$ cat config.mk
export PLATFORM = sky130hd
export DESIGN_NAME = sinc3_decim
export DESIGN_NICKNAME = d
export VERILOG_FILES = /design/src/rtl/sinc3_pkg.sv /design/src/rtl/sinc3_integ.sv /design/src/rtl/sinc3_comb.sv /design/src/rtl/sinc3_scale.sv /design/src/rtl/sinc3_decim.sv
export SDC_FILE = /design/constraint.sdc
export NUM_CORES = 1
export LEC_CHECK = 0
export BUFFER_PORTS_ARGS = -buffer_cell sky130_fd_sc_hd__buf_2
export CAP_MARGIN = 30
export CORE_MARGIN = 4
export CORE_UTILIZATION = 69
export CTS_CLUSTER_SIZE = 20
export DETAILED_ROUTE_END_ITERATION = 10
export PLACE_DENSITY = 0.86
export SYNTH_ARGS = -nofsm -noshare
export SYNTH_HDL_FRONTEND = slang
export SYNTH_SLANG_ARGS = --single-unit
$ cat constraint.sdc
create_clock -name clk -period 14.6 [get_ports clk]
set_input_delay 0.73 -clock clk [delete_from_list [all_inputs] [get_ports clk]]
set_output_delay 0.73 -clock clk [all_outputs]
set_load 0.005 [all_outputs]
$ cat src/rtl/sinc3_pkg.sv
package sinc3_pkg;
  typedef enum logic {
    RATE_SLOW = 1'b0,
    RATE_FAST = 1'b1
  } rate_e;
endpackage

$ cat src/rtl/sinc3_integ.sv
module sinc3_integ #(
  parameter int ORDER = 3,
  parameter int ACC_W = 26
) (
  input  logic             clk,
  input  logic             clr,
  input  logic             en,
  input  logic             bit_in,
  output logic [ACC_W-1:0] acc_out
);
  logic [ACC_W-1:0] step_val;
  assign step_val = bit_in ? ACC_W'(1) : {ACC_W{1'b1}};

  for (genvar k = 0; k < ORDER; k++) begin : g_stage
    logic [ACC_W-1:0] q;
    logic [ACC_W-1:0] feed;
    if (k == 0) begin : g_first
      assign feed = step_val;
    end else begin : g_next
      assign feed = g_stage[k-1].q;
    end
    always_ff @(posedge clk) begin
      if (clr) q <= '0;
      else if (en) q <= q + feed;
    end
  end

  assign acc_out = g_stage[ORDER-1].q;

  // a clear empties the last integrator
  p_clr_zero_r6: assert property (@(posedge clk) clr |=> acc_out == '0);
  // no sample enable, no change of state
  p_idle_hold_r3: assert property (@(posedge clk) disable iff (clr)
    !en |=> $stable(acc_out));
endmodule

$ cat src/rtl/sinc3_comb.sv
module sinc3_comb #(
  parameter int ORDER = 3,
  parameter int ACC_W = 26
) (
  input  logic             clk,
  input  logic             clr,
  input  logic             fire,
  input  logic [ACC_W-1:0] din,
  output logic [ACC_W-1:0] res,
  output logic             res_vld
);
  for (genvar k = 0; k < ORDER; k++) begin : g_stage
    logic [ACC_W-1:0] dly;
    logic [ACC_W-1:0] src;
    logic [ACC_W-1:0] dif;
    if (k == 0) begin : g_first
      assign src = din;
    end else begin : g_next
      assign src = g_stage[k-1].dif;
    end
    assign dif = src - dly;
    always_ff @(posedge clk) begin
      if (clr) dly <= '0;
      else if (fire) dly <= src;
    end
  end

  always_ff @(posedge clk) begin
    if (clr) begin
      res     <= '0;
      res_vld <= 1'b0;
    end else begin
      res_vld <= fire;
      if (fire) res <= g_stage[ORDER-1].dif;
    end
  end

  // a result strobe never lasts two cycles
  p_res_pulse_r8: assert property (@(posedge clk) disable iff (clr)
    res_vld |=> !res_vld);
endmodule

$ cat src/rtl/sinc3_scale.sv
module sinc3_scale #(
  parameter int ACC_W   = 26,
  parameter int OUT_W   = 16,
  parameter int SH_SLOW = 9,
  parameter int SH_FAST = 6
) (
  input  logic             clk,
  input  logic             clr,
  input  logic             in_vld,
  input  logic             fast,
  input  logic [ACC_W-1:0] din,
  output logic [OUT_W-1:0] word,
  output logic             word_vld
);
  localparam logic signed [ACC_W-1:0] POS_LIM = ACC_W'((2 ** (OUT_W - 1)) - 1);
  localparam logic signed [ACC_W-1:0] NEG_LIM = -POS_LIM - ACC_W'(1);

  logic signed [ACC_W-1:0] shifted;
  logic [OUT_W-1:0]        clipped;

  always_comb begin
    shifted = fast ? ($signed(din) >>> SH_FAST) : ($signed(din) >>> SH_SLOW);
    if (shifted > POS_LIM)      clipped = {1'b0, {(OUT_W-1){1'b1}}};
    else if (shifted < NEG_LIM) clipped = {1'b1, {(OUT_W-1){1'b0}}};
    else                        clipped = shifted[OUT_W-1:0];
  end

  always_ff @(posedge clk) begin
    if (clr) begin
      word     <= '0;
      word_vld <= 1'b0;
    end else begin
      word_vld <= in_vld;
      if (in_vld) word <= clipped;
    end
  end

  // one-cycle strobe, data held while no new result arrives
  p_word_pulse_r8: assert property (@(posedge clk) disable iff (clr)
    word_vld |=> !word_vld);
  p_word_hold_r8: assert property (@(posedge clk) disable iff (clr)
    !in_vld |=> $stable(word));
endmodule

$ cat src/rtl/sinc3_decim.sv
module sinc3_decim #(
  parameter int OUT_W     = 16,
  parameter int LOG2_SLOW = 8,
  parameter int LOG2_FAST = 7,
  parameter int ORDER     = 3
) (
  input  logic             clk,
  input  logic             rst,
  input  logic             smp_en,
  input  logic             bit_in,
  input  logic             rate_sel,
  output logic [OUT_W-1:0] word_data,
  output logic             word_vld,
  output logic             word_settled
);
  import sinc3_pkg::*;

  localparam int ACC_W   = ORDER * LOG2_SLOW + 2;
  localparam int CNT_W   = LOG2_SLOW;
  localparam int SH_SLOW = ORDER * LOG2_SLOW - (OUT_W - 1);
  localparam int SH_FAST = ORDER * LOG2_FAST - (OUT_W - 1);
  localparam int WC_W    = $clog2(ORDER + 1);
  localparam logic [CNT_W-1:0] LAST_SLOW = CNT_W'((1 << LOG2_SLOW) - 1);
  localparam logic [CNT_W-1:0] LAST_FAST = CNT_W'((1 << LOG2_FAST) - 1);

  rate_e            rate_q;
  logic             chg;
  logic             clr;
  logic [CNT_W-1:0] cnt;
  logic             at_last;
  logic             fire;
  logic [ACC_W-1:0] integ_out;
  logic [ACC_W-1:0] comb_out;
  logic             comb_vld;
  logic [WC_W-1:0]  wc;
  logic             settled_q;

  assign chg     = (rate_e'(rate_sel) != rate_q);
  assign clr     = rst | chg;
  assign at_last = (rate_q == RATE_FAST) ? (cnt == LAST_FAST) : (cnt == LAST_SLOW);
  assign fire    = smp_en & at_last & ~clr;

  always_ff @(posedge clk) begin
    if (rst) rate_q <= RATE_SLOW;
    else     rate_q <= rate_e'(rate_sel);
  end

  always_ff @(posedge clk) begin
    if (clr) cnt <= '0;
    else if (smp_en) cnt <= at_last ? '0 : cnt + 1'b1;
  end

  sinc3_integ #(.ORDER(ORDER), .ACC_W(ACC_W)) u_integ (
    .clk(clk), .clr(clr), .en(smp_en), .bit_in(bit_in), .acc_out(integ_out)
  );

  sinc3_comb #(.ORDER(ORDER), .ACC_W(ACC_W)) u_comb (
    .clk(clk), .clr(clr), .fire(fire), .din(integ_out),
    .res(comb_out), .res_vld(comb_vld)
  );

  sinc3_scale #(.ACC_W(ACC_W), .OUT_W(OUT_W), .SH_SLOW(SH_SLOW), .SH_FAST(SH_FAST)) u_scale (
    .clk(clk), .clr(clr), .in_vld(comb_vld), .fast(rate_q == RATE_FAST),
    .din(comb_out), .word(word_data), .word_vld(word_vld)
  );

  always_ff @(posedge clk) begin
    if (clr) begin
      wc        <= '0;
      settled_q <= 1'b0;
    end else if (comb_vld) begin
      settled_q <= (wc == WC_W'(ORDER));
      if (wc != WC_W'(ORDER)) wc <= wc + 1'b1;
    end
  end

  assign word_settled = settled_q;

  // a rate change empties the period counter and the output stage
  p_rate_clear_r7: assert property (@(posedge clk) disable iff (rst)
    chg |=> (cnt == '0 && !word_vld && !word_settled));
  // every word traces back to an enabled sample two clocks earlier
  p_vld_after_en_r3: assert property (@(posedge clk) disable iff (rst)
    word_vld |-> $past(smp_en, 2));
  // the settled flag can only rise together with a word
  p_settle_word_r7: assert property (@(posedge clk) disable iff (rst)
    $rose(word_settled) |-> word_vld);
  // reset leaves quiet outputs
  p_reset_quiet_r6: assert property (@(posedge clk)
    rst |=> (!word_vld && word_data == '0 && !word_settled));
endmodule

==> out/results.md, run 1 <==
### Run status
* outcome: finished, final reports clean

### Final layout
* Seq. cell area: 4120 sq um
* area of the multi-input gates: 9470 sq um
* Post-layout nets: 1960
* post-layout util: 75.3%
* post-route standard cell area excluding fillers: 15300 sq um
* relative area change from synthesis to final layout: 7.00%
* most frequent standard cell in the layout excluding fill and tap cells: sky130_fd_sc_hd__nand2_1
* most used cells in the layout excluding fill and tap cells: 218 x sky130_fd_sc_hd__nand2_1, 206 x sky130_fd_sc_hd__a21oi_1, 206 x sky130_fd_sc_hd__dfxtp_1
* n_diodes: 0
* fillers: 1488
* ratio of cells with drive above 1 in the final layout: 4.74%

### Yosys
* register area share after synthesis: 28.9%
* Synth Cell Area: 14300 sq um
* adder-cell area share of the yosys netlist: 13.8%
* Cells after Synth: 1809
* Post-Synth XOR/XNOR Area: 8.18%
* portion of netlist area occupied by mux cells: 4.13%
* main combinational cell family by area after synthesis: compound AO/OA/AOI/OAI gates
* Mapped Avg Cell Area: 7.90 sq um
* complex-gate fraction of the synthesized area: 22.7%
* most instantiated flip-flop cell in the synthesis netlist: sky130_fd_sc_hd__dfxtp_1
* number of warnings issued by yosys: 0
* simple-gate share of the synthesized area: 17.3%
* number of unique standard cell types used by synthesis: 76
* number of register bits inferred by synthesis: 206
* post-synthesis async set-or-reset flop share: 0%
* count of flip-flops with a built-in enable after synthesis: 0
* post-synthesis net count: 1969

### GRT
* number of antenna violations at the first check in global routing: 0
* total congestion overflow after global routing: 0
* gr usage total: 25.4%
* vias in the first global route: 11800
* maximum number of pins on one net before global-route repair: 101
* global-route wire length before repair: 52100 um

### Drt
* overall via count from detail_route: 12400
* drt wl/cell: 14.6 um
* ratio of routed vias to standard cells: 5.96
* DRC violations left: 0
* total iterations of the first detailed-routing run: 5
* violation count after the first detailed-route iteration: 494
* Routed WL: 30400 um
* ANT nets after route: 0

### STA
* setup violation total in the final timing report: 0
* part of the cycle the worst path needs: 42.0%
* final hold vios: 0
* RSZ-0062 raised after global routing: false
* transition at the pin with the smallest max-transition slack: 1.08 ns
* aggregate negative setup slack: 0 ns
* Achievable Freq: 0.163 GHz
* clock skew after layout: 0.00831 ns
* Rel. slew slack: 27.5%
* post-route worst hold slack: 0.425 ns
* final critical path time including I/O delays and setup: 6.14 ns
* number of pins with negative max-slew slack in the final report: 0

### Critical path
* largest driver fanout on the critical path: 5
* Worst Reg-to-Reg Cells: 26
* cell with the biggest individual delay on the critical path: sky130_fd_sc_hd__or4_1
* destination of the worst register-to-register timing path: u_comb.res[24]
* arrival time worst endpoint: 6.55 ns
* worst setup path class: reg -> reg
* reg2reg setup slack: 8.46 ns
* CP Capture Type: register
* startpoint class of the critical path: register
* CP required: 15.02 ns
* biggest cell delay along the critical path: 0.57 ns
* reg2reg start: u_integ.acc_out[0]

### Worst hold path
* worst hold start: rst
* end of the worst hold path: rate_q
* Hold Path Stages: 2
* worst hold path type: in -> reg

### Pwr
* maximum resistive drop on vdd: 0.0597 mV
* Power per Cell Area: 105 nW/um^2
* leakage: 6.39 nW

### Place
* weighted congestion at the end of routability-driven global placement: 0.910
* post-detailed-placement cell area: 14600 sq um
* number of port buffers: 22
* Detailed Place HPWL: 21300 um

### Clock tree
* CTS buffer count: 22
* CTS tree: done
* Setup Fix Bufs, Post-CTS: 0
* number of buffers on the longest clock path: 3
* Clock Tree Root: sky130_fd_sc_hd__clkbuf_16
* # H-tree levels: 1
* total number of clock tree sinks: 206
* insertion delay of the later-clocked pin in the worst-skew pair: 0.50 ns
* post-cts resize count: 0
* Post-CTS Hold Fix Bufs: 0
* clock-pin slew of the registers on the worst-case setup and hold paths: 0.06 ns

### Floorplanning
* Boundary Pins: 23
* CORE AREA: 20300 sq um
* die extent in y: 152 um
* Die Area: 23100 sq um
* Die Span X: 152 um
* initial core utilization: 70.4%
* num rows: 52

### Job
* max-cap viol count: 0

-- stage by stage --
step | worst slack [ns] | cells | power, W
after floorplan | 9.35 | 1809 | 0.000982
after detailed placement | 8.58 | 2044 | 0.00107
after CTS | 8.49 | 2084 | 0.00160
after global placement | 8.83 | 2044 | 0.00105
final | 8.46 | 2086 | 0.00160
after global routing | 7.84 | 2086 | 0.00169
-- synthesized netlist by cell type (30+ instances only) --
master                     count  area (sq um)
sky130_fd_sc_hd__xnor2_1      92           806
sky130_fd_sc_hd__a21oi_1     206          1030
sky130_fd_sc_hd__nand2_1     218           818
sky130_fd_sc_hd__dfxtp_1     206          4120
sky130_fd_sc_hd__a211oi_1     32           240
sky130_fd_sc_hd__mux2i_1      59           591
sky130_fd_sc_hd__clkbuf_1     57           214
sky130_fd_sc_hd__o21ai_0      63           315
sky130_fd_sc_hd__a21o_1       47           353
sky130_fd_sc_hd__inv_1       121           454
sky130_fd_sc_hd__xor2_1       37           324
sky130_fd_sc_hd__ha_1        150          1880
sky130_fd_sc_hd__nand3_1      30           150
sky130_fd_sc_hd__nor2_1      180           676
-- worst max path at each step --
stage                       start             end
4_1_cts        u_integ.acc_out[0]  u_comb.res[24]
3_3_place_gp   u_integ.acc_out[0]  u_comb.res[24]
3_5_place_dp   u_integ.acc_out[0]  u_comb.res[24]
6_report       u_integ.acc_out[0]  u_comb.res[24]
2_1_floorplan  u_integ.acc_out[0]  u_comb.res[25]
5_1_grt        u_integ.acc_out[0]  u_comb.res[24]
-- sequential cells by signal (all words and copies together) (netlist names) --
signal / flops
u_integ.acc_out: 26
cnt: 8
rate_q: 1
u_comb.g_stage.dly: 78
u_scale.word: 16
word_settled: 1
u_integ.g_stage.q: 52
wc: 2
u_comb.res: 20
u_scale.word_vld: 1
u_comb.res_vld: 1
-- where the power goes --
part           internal, W  leakage, nW  switching, W
Combinational     0.000211         4.39      0.000278
Sequential        0.000569         1.66    0.00000737
Clock             0.000318        0.342      0.000218
-- area by class of cell --
cell class,count,share of cell area [%]
Timing Repair Buffer,32,1.36
Inverter,122,3.00
Multi-Input combinational cell,1416,61.9
Tap cell,270,2.21
Clock buffer,34,4.17
Clock inverter,6,0.360
Sequential cell,206,27.0
-- logic make-up after synthesis --
| logic type | after synthesis |
|---|---|
| xor gates and xnor gates | 131 |
| adders and majority gates | 155 |
| muxes | 59 |
| buffers and inverters | 187 |
| DFF | 206 |
| AOI/OAI and AO/OA | 513 |
| and+or+nand+nor | 558 |
-- critical path, delay by kind of cell, from the launching register on --
family	cells	cell delay, ns
compound gates	13	2.65
xor+xnor	3	0.54
fa+ha+maj	4	1.32
buf+inv	1	0.06
flops	1	0.38
simple gates	5	1.09
-- layer usage --
metal  vias to the layer above  wire length, um  global-route usage [%]
met5                         -                0                       0
met1                      5752            13400                    30.2
met3                        72              990                    2.56
met4                         0              838                    8.30
li1                       6378                -                       -
met2                       238            15200                    47.6
No activity file was read; power rests on OpenSTA's default activity.
==> run 2: changes to the inputs <==
--- a/config.mk
+++ b/config.mk
@@ -8,10 +8,10 @@
 export BUFFER_PORTS_ARGS = -buffer_cell sky130_fd_sc_hd__buf_2
 export CAP_MARGIN = 30
 export CORE_MARGIN = 4
-export CORE_UTILIZATION = 69
+export CORE_UTILIZATION = 58
 export CTS_CLUSTER_SIZE = 20
 export DETAILED_ROUTE_END_ITERATION = 10
-export PLACE_DENSITY = 0.86
+export PLACE_DENSITY = 0.77
 export SYNTH_ARGS = -nofsm -noshare
 export SYNTH_HDL_FRONTEND = slang
 export SYNTH_SLANG_ARGS = --single-unit
==> constraint.sdc (replaced) <==
create_clock -name clk -period 5.3 [get_ports clk]
set_input_delay 0.265 -clock clk [delete_from_list [all_inputs] [get_ports clk]]
set_output_delay 0.265 -clock clk [all_outputs]
set_load 0.005 [all_outputs]
==> run 2 against run 1 <==
Compared with the run above:
- the flow now finishes with violations (setup timing)
- count of clock-buffer cells in the layout down 5
- sequential power rose to 2.8 times the previous value
- clock skew down 0.0013 ns
- routed wire length up 1.2%
- sequential share of layout area down 1.8 points
- largest cell class unchanged
- largest power group is now combinational cells
==> out/results.md, run 2 (same netlist as run 1, synthesis figures left out) <==
### Critical path
* CP most frequent cell: sky130_fd_sc_hd__a21oi_2
* startpoint class of the critical path: register
* reg2reg setup slack: -0.17 ns
* CP Capture Type: register
* cell with the biggest individual delay on the critical path: sky130_fd_sc_hd__or4_4
* arrival time worst endpoint: 5.87 ns
* worst setup path class: reg -> reg
* largest driver fanout on the critical path: 4
* biggest cell delay along the critical path: 0.43 ns
* CP required: 5.70 ns

### STA
* final critical path time including I/O delays and setup: 5.47 ns
* Rel. slew slack: 31.6%
* final hold vios: 0
* Achievable Freq: 0.183 GHz
* clock skew after layout: 0.00703 ns
* transition at the pin with the smallest max-transition slack: 1.02 ns
* number of pins with negative max-slew slack in the final report: 0
* slack of the critical path: -0.168 ns
* RSZ-0062 raised after global routing: true
* aggregate negative setup slack: -0.557 ns
* setup violation total in the final timing report: 5
* part of the cycle the worst path needs: 103%

### Place
* post-placement cell count: 2167
* Detailed Place HPWL: 21700 um
* pre-CTS setup slack: -0.411 ns
* post-detailed-placement cell area: 15200 sq um
* number of port buffers: 22
* weighted congestion at the end of routability-driven global placement: 0.898

### GRT
* global-route wire length before repair: 52400 um
* vias in the first global route: 12000
* gr usage total: 22.3%
* total congestion overflow after global routing: 0
* maximum number of pins on one net before global-route repair: 97
* number of antenna violations at the first check in global routing: 0

### Final layout
* post-route standard cell area excluding fillers: 16400 sq um
* register bank with the most flops: u_comb.g_stage.dly
* relative area change from synthesis to final layout: 14.7%
* Post-layout nets: 2054
* n_diodes: 0
* fillers: 1977
* final cell count without fillers: 2234
* most frequent standard cell in the layout excluding fill and tap cells: sky130_fd_sc_hd__nand2_1
* most used cells in the layout excluding fill and tap cells: 216 x sky130_fd_sc_hd__nand2_1, 200 x sky130_fd_sc_hd__dfxtp_1, 197 x sky130_fd_sc_hd__a21oi_1
* post-layout util: 67.6%
* number of flip-flops in the largest register: 78
* ratio of cells with drive above 1 in the final layout: 12.1%

### Drt
* DRC violations left: 0
* ANT nets after route: 0
* detailed-routed wire length on met3: 740 um
* total iterations of the first detailed-routing run: 5
* Routed met2 length: 15500 um
* ratio of routed vias to standard cells: 5.63
* drt wl/cell: 13.8 um
* highest metal layer with signal wires: met4
* overall via count from detail_route: 12600
* Routed WL: 30800 um
* wire length on met1: 13700 um
* violation count after the first detailed-route iteration: 432

### Clock tree
* clock-pin slew of the registers on the worst-case setup and hold paths: 0.06 ns
* total number of clock tree sinks: 206
* number of buffers on the longest clock path: 3
* insertion delay of the later-clocked pin in the worst-skew pair: 0.51 ns
* # H-tree levels: 1
* CTS buffer count: 23
* Clock Tree Root: sky130_fd_sc_hd__clkbuf_16
* CTS tree: done

### Pwr
* Power per Cell Area: 303 nW/um^2
* leakage: 6.96 nW
* maximum resistive drop on vdd: 0.219 mV

### Run status
* outcome: complete, but fails checks
* violations in the final reports: setup timing

### Job
* max-cap viol count: 0

### Worst hold path
* worst hold path type: in -> reg

### Floorplanning
* CORE AREA: 24200 sq um
* die extent in y: 165 um
* Die Area: 27200 sq um
* initial core utilization: 58.9%
* Die Span X: 165 um
* Boundary Pins: 23
* num rows: 57

[run 2: where the power goes]
part / total (W) / leakage (nW) / switching, W / internal (W)
sequential: 0.00159 / 1.67 / 0.0000221 / 0.00157
combinational: 0.00170 / 4.90 / 0.000857 / 0.000848
clock: 0.00168 / 0.393 / 0.000644 / 0.00103
total: 0.00497 / 6.96 / 0.00152 / 0.00345
[run 2: area by class of cell]
cell class / instances / area (sq um) / area share, %
tap: 324 / 405 / 2.47
inverter: 122 / 458 / 2.79
multi-input combinational: 1416 / 9680 / 59.1
sequential: 206 / 4130 / 25.2
timing repair buffer: 125 / 923 / 5.63
clock buffer: 29 / 628 / 3.83
clock inverter: 12 / 166 / 1.01
[run 2: worst max-delay path: cells and delay by family (launching register included)]
family / cells / cell delay [ns]
AOI/OAI and AO/OA: 12 / 2.31
and+or+nand+nor: 9 / 1.04
buffers and inverters: 2 / 0.23
adders and majority gates: 4 / 0.90
DFF: 1 / 0.32
xor gates and xnor gates: 3 / 0.55
[run 2: timing repair]
action / in CTS / in global routing
hold buffers: 2 / 0
pin swaps: 36 / 25
endpoints found under the setup margin: 7 / 9
endpoints found under the hold margin: 1 / 0
gates resized for setup: 34 / 24
buffers inserted: 14 / 8
gates cloned: 0 / 0
[run 2: metal layers]
metal  up-vias  global-route usage, %
met2       148                   42.1
met4         0                   7.45
li1       6552                      -
met3        70                   2.27
met1      5812                   26.1
met5         -                      0
[run 2: path summary, 6_finish.rpt]
| kind | from | to | depth (start not counted) |
|---|---|---|---|
| min | smp_en | cnt[1] | 3 |
| max | u_integ.acc_out[0] | u_comb.res[25] | 30 |
| min reg2reg | u_comb.g_stage[0].dly[2] | u_comb.g_stage[0].dly[2] | 2 |
| max reg2reg | u_integ.acc_out[0] | u_comb.res[25] | 30 |
[run 2: metrics by stage]
stage	power (W)	hold WS [ns]
6_report	0.00497	0.106
5_1_grt	0.00524	0.116
4_1_cts	0.00492	0.187
3_5_place_dp	0.00312	0.446
3_3_place_gp	0.00308	0.441
2_1_floorplan	0.00271	0.337
==> run 3: changes to the inputs <==
--- a/config.mk
+++ b/config.mk
@@ -5,13 +5,14 @@
 export SDC_FILE = /design/constraint.sdc
 export NUM_CORES = 1
 export LEC_CHECK = 0
+export ABC_AREA = 1
 export BUFFER_PORTS_ARGS = -buffer_cell sky130_fd_sc_hd__buf_2
 export CAP_MARGIN = 30
 export CORE_MARGIN = 4
-export CORE_UTILIZATION = 58
+export CORE_UTILIZATION = 55
 export CTS_CLUSTER_SIZE = 20
 export DETAILED_ROUTE_END_ITERATION = 10
-export PLACE_DENSITY = 0.77
+export PLACE_DENSITY = 0.74
 export SYNTH_ARGS = -nofsm -noshare
 export SYNTH_HDL_FRONTEND = slang
 export SYNTH_SLANG_ARGS = --single-unit
==> run 3 against run 2 <==
Compared with the run above:
- the flow now finishes without violations
- first-iteration DRC count grew 60%
- hold slack gained 0.037 ns
- synthesized area grew 7.4%
- combinational power grew 53%
- synthesized cell count grew 24%
- via count grew 14%
- register-to-register slack gained 0.49 ns
- clock skew grew 0.011 ns
- setup slack gained 0.49 ns
- largest cell class unchanged
- highest routed layer unchanged
==> out/results.md, run 3 <==
### Yosys
* cell type contributing the most total cell area after synthesis: sky130_fd_sc_hd__dfxtp_1
* Synth Cell Area: 15300 sq um
* most frequently used cell type in the post-synthesis netlist: sky130_fd_sc_hd__nand2_1
* count of flip-flops with a built-in enable after synthesis: 0
* register area share after synthesis: 26.9%
* most instantiated flip-flop cell in the synthesis netlist: sky130_fd_sc_hd__dfxtp_1
* Synth top area share: 26.9%
* number of warnings issued by yosys: 0
* post-synthesis net count: 2399
* most frequent cells after synthesis: 428 x sky130_fd_sc_hd__nand2_1, 333 x sky130_fd_sc_hd__inv_1, 206 x sky130_fd_sc_hd__dfxtp_1, 197 x sky130_fd_sc_hd__a21oi_1, 189 x sky130_fd_sc_hd__nor2_1
* Mapped Avg Cell Area: 6.85 sq um
* number of unique standard cell types used by synthesis: 59
* Cells after Synth: 2239
* number of register bits inferred by synthesis: 206
* main area contributors after synthesis: sky130_fd_sc_hd__dfxtp_1 27%, sky130_fd_sc_hd__ha_1 12%, sky130_fd_sc_hd__nand2_1 10%
* post-synthesis async set-or-reset flop share: 0%

### Drt
* total iterations of the first detailed-routing run: 5
* Routed WL: 40200 um
* ANT nets after route: 0
* DRC violations left: 0
* drt wl/cell: 15.3 um
* violation count after the first detailed-route iteration: 690
* overall via count from detail_route: 14400
* ratio of routed vias to standard cells: 5.47

### GRT
* gr usage total: 26.0%
* number of antenna violations at the first check in global routing: 0
* total congestion overflow after global routing: 0
* global-route wire length before repair: 67300 um
* vias in the first global route: 14400
* maximum number of pins on one net before global-route repair: 61

### STA
* Rel. slew slack: 40.4%
* Achievable Freq: 0.201 GHz
* setup violation total in the final timing report: 0
* post-route worst hold slack: 0.144 ns
* aggregate negative setup slack: 0 ns
* part of the cycle the worst path needs: 94.0%
* final critical path time including I/O delays and setup: 4.98 ns
* clock skew after layout: 0.0176 ns
* number of pins with negative max-slew slack in the final report: 0
* transition at the pin with the smallest max-transition slack: 0.886 ns
* RSZ-0062 raised after global routing: false
* final hold vios: 0

### Critical path
* worst setup path class: reg -> reg
* CP Capture Type: register
* CP required: 5.79 ns
* cell class contributing the biggest share of worst-path delay: compound AO/OA/AOI/OAI gates
* largest driver fanout on the critical path: 6
* biggest cell delay along the critical path: 0.41 ns
* cell with the biggest individual delay on the critical path: sky130_fd_sc_hd__fa_1
* CP most frequent cell: sky130_fd_sc_hd__nand2_1
* startpoint class of the critical path: register
* total buffers and inverters traversed by the critical path: 4
* arrival time worst endpoint: 5.47 ns

### Pwr
* leakage: 7.93 nW
* switching part of the total: 40.3%
* Clock Power Share: 29.6%
* proportion of power drawn by combinational gates: 43.4%
* Switch Pwr: 0.00241 W
* maximum resistive drop on vdd: 0.239 mV
* Power per Cell Area: 359 nW/um^2
* fraction of power consumed by sequential logic: 27.0%
* total internal power: 0.00357 W

### Final layout
* n_diodes: 0
* final cell count without fillers: 2632
* number of flip-flops in the largest register: 78
* Post-layout nets: 2405
* register bank with the most flops: u_comb.g_stage.dly
* most used cells in the layout excluding fill and tap cells: 428 x sky130_fd_sc_hd__nand2_1, 333 x sky130_fd_sc_hd__inv_1, 206 x sky130_fd_sc_hd__dfxtp_1
* most frequent standard cell in the layout excluding fill and tap cells: sky130_fd_sc_hd__nand2_1
* ratio of cells with drive above 1 in the final layout: 7.04%
* relative area change from synthesis to final layout: 8.73%

### Place
* Detailed Place HPWL: 30900 um
* number of port buffers: 22
* weighted congestion at the end of routability-driven global placement: 0.933
* post-placement cell count: 2587

### Clock tree
* clock-pin slew of the registers on the worst-case setup and hold paths: 0.06 ns
* insertion delay of the later-clocked pin in the worst-skew pair: 0.54 ns
* CTS tree: done
* Clock Tree Root: sky130_fd_sc_hd__clkbuf_16
* total number of clock tree sinks: 206
* number of buffers on the longest clock path: 3
* CTS buffer count: 25
* # H-tree levels: 1

### Worst hold path
* worst hold path type: in -> reg

### Floorplanning
* num rows: 60
* die extent in y: 175 um
* initial core utilization: 56.5%
* Boundary Pins: 23
* CORE AREA: 27200 sq um
* Die Area: 30600 sq um
* Die Span X: 175 um

### Run status
* outcome: finished, final reports clean

### Job
* max-cap viol count: 0

-- run 3: changes by cell type after synthesis, sizes merged, moves of 19 or more --
cell and delta:
nand2 +219, buf +19, xnor2 -57, and3 -20
mux2i -59, clkbuf -28, nor2b -27, a211oi -30
inv +219, a21o -29, nand3 +72, o21ai +162
xor2 +28
-- run 3: per-stage QoR --
step	worst slack [ns]	total power, W	area [sq um]	util [%]
after floorplan	0.957	0.00354	15300	-
after global placement	0.307	0.00416	15700	57.9
after detailed placement	0.214	0.00416	15700	57.9
after CTS	0.197	0.00595	16600	61.1
after global routing	0.00438	0.00639	16700	61.4
final	0.318	0.00599	16700	61.4
-- run 3: cell type report --
| cell class | instances | area [sq um] |
|---|---|---|
| Inverter | 340 | 1280 |
| Sequential cell | 206 | 4120 |
| Tap cell | 372 | 465 |
| Timing Repair Buffer | 35 | 213 |
| Multi-Input combinational cell | 1637 | 9750 |
| Fill cell | 2600 | 10500 |
| Clock buffer | 32 | 702 |
| Clock inverter | 10 | 149 |
-- run 3: cells by family after synthesis --
logic type,Yosys count,share of synthesized area (%)
simple gates,802,22.2
compound gates,579,22.3
buf+inv,396,9.96
flops,206,26.9
fa+ha+maj,155,12.9
xor+xnor,101,5.77
-- run 3: power by group through the flow --
stage	registers [W]	logic, W	clock network [W]
global placement	0.00165	0.00251	0
floorplan	0.00164	0.00190	0
CTS	0.00161	0.00252	0.00181
finish	0.00162	0.00260	0.00177
global route	0.00162	0.00289	0.00188
detailed placement	0.00165	0.00251	0
-- run 3: worst register-to-register path: cells and delay by family, from the launching register on --
kind | cells | cell delay [ns]
compound gates | 8 | 1.35
xor+xnor | 2 | 0.48
fa+ha+maj | 4 | 1.34
buf+inv | 4 | 0.35
flops | 1 | 0.33
simple gates | 10 | 1.09
-- run 3: worst paths after layout --
| kind | from | to | slack [ns] | depth (start not counted) |
|---|---|---|---|---|
| max | u_integ.acc_out[0] | u_comb.res[25] | 0.32 | 28 |
| min | smp_en | cnt[2] | 0.14 | 4 |
| max reg2reg | u_integ.acc_out[0] | u_comb.res[25] | 0.32 | 28 |
| min reg2reg | u_comb.g_stage[1].dly[16] | u_comb.g_stage[1].dly[16] | 0.45 | 2 |
-- run 3: routing by layer --
| metal | wire length (um) | GRT usage, % | up-vias |
|---|---|---|---|
| li1 | - | - | 7444 |
| met1 | 16400 | 28.1 | 6613 |
| met2 | 20700 | 50.3 | 246 |
| met3 | 1140 | 2.47 | 99 |
| met4 | 1970 | 12.3 | 0 |
| met5 | 0 | 0 | - |
-- run 3: timing repair --
item | 4_1_cts | 5_1_grt
hold buffers | 2 | 0
gates resized for setup | 0 | 16
endpoints found under the hold margin | 1 | 0
setup buffers | 0 | 1
setup endpoints to repair | 0 | 5
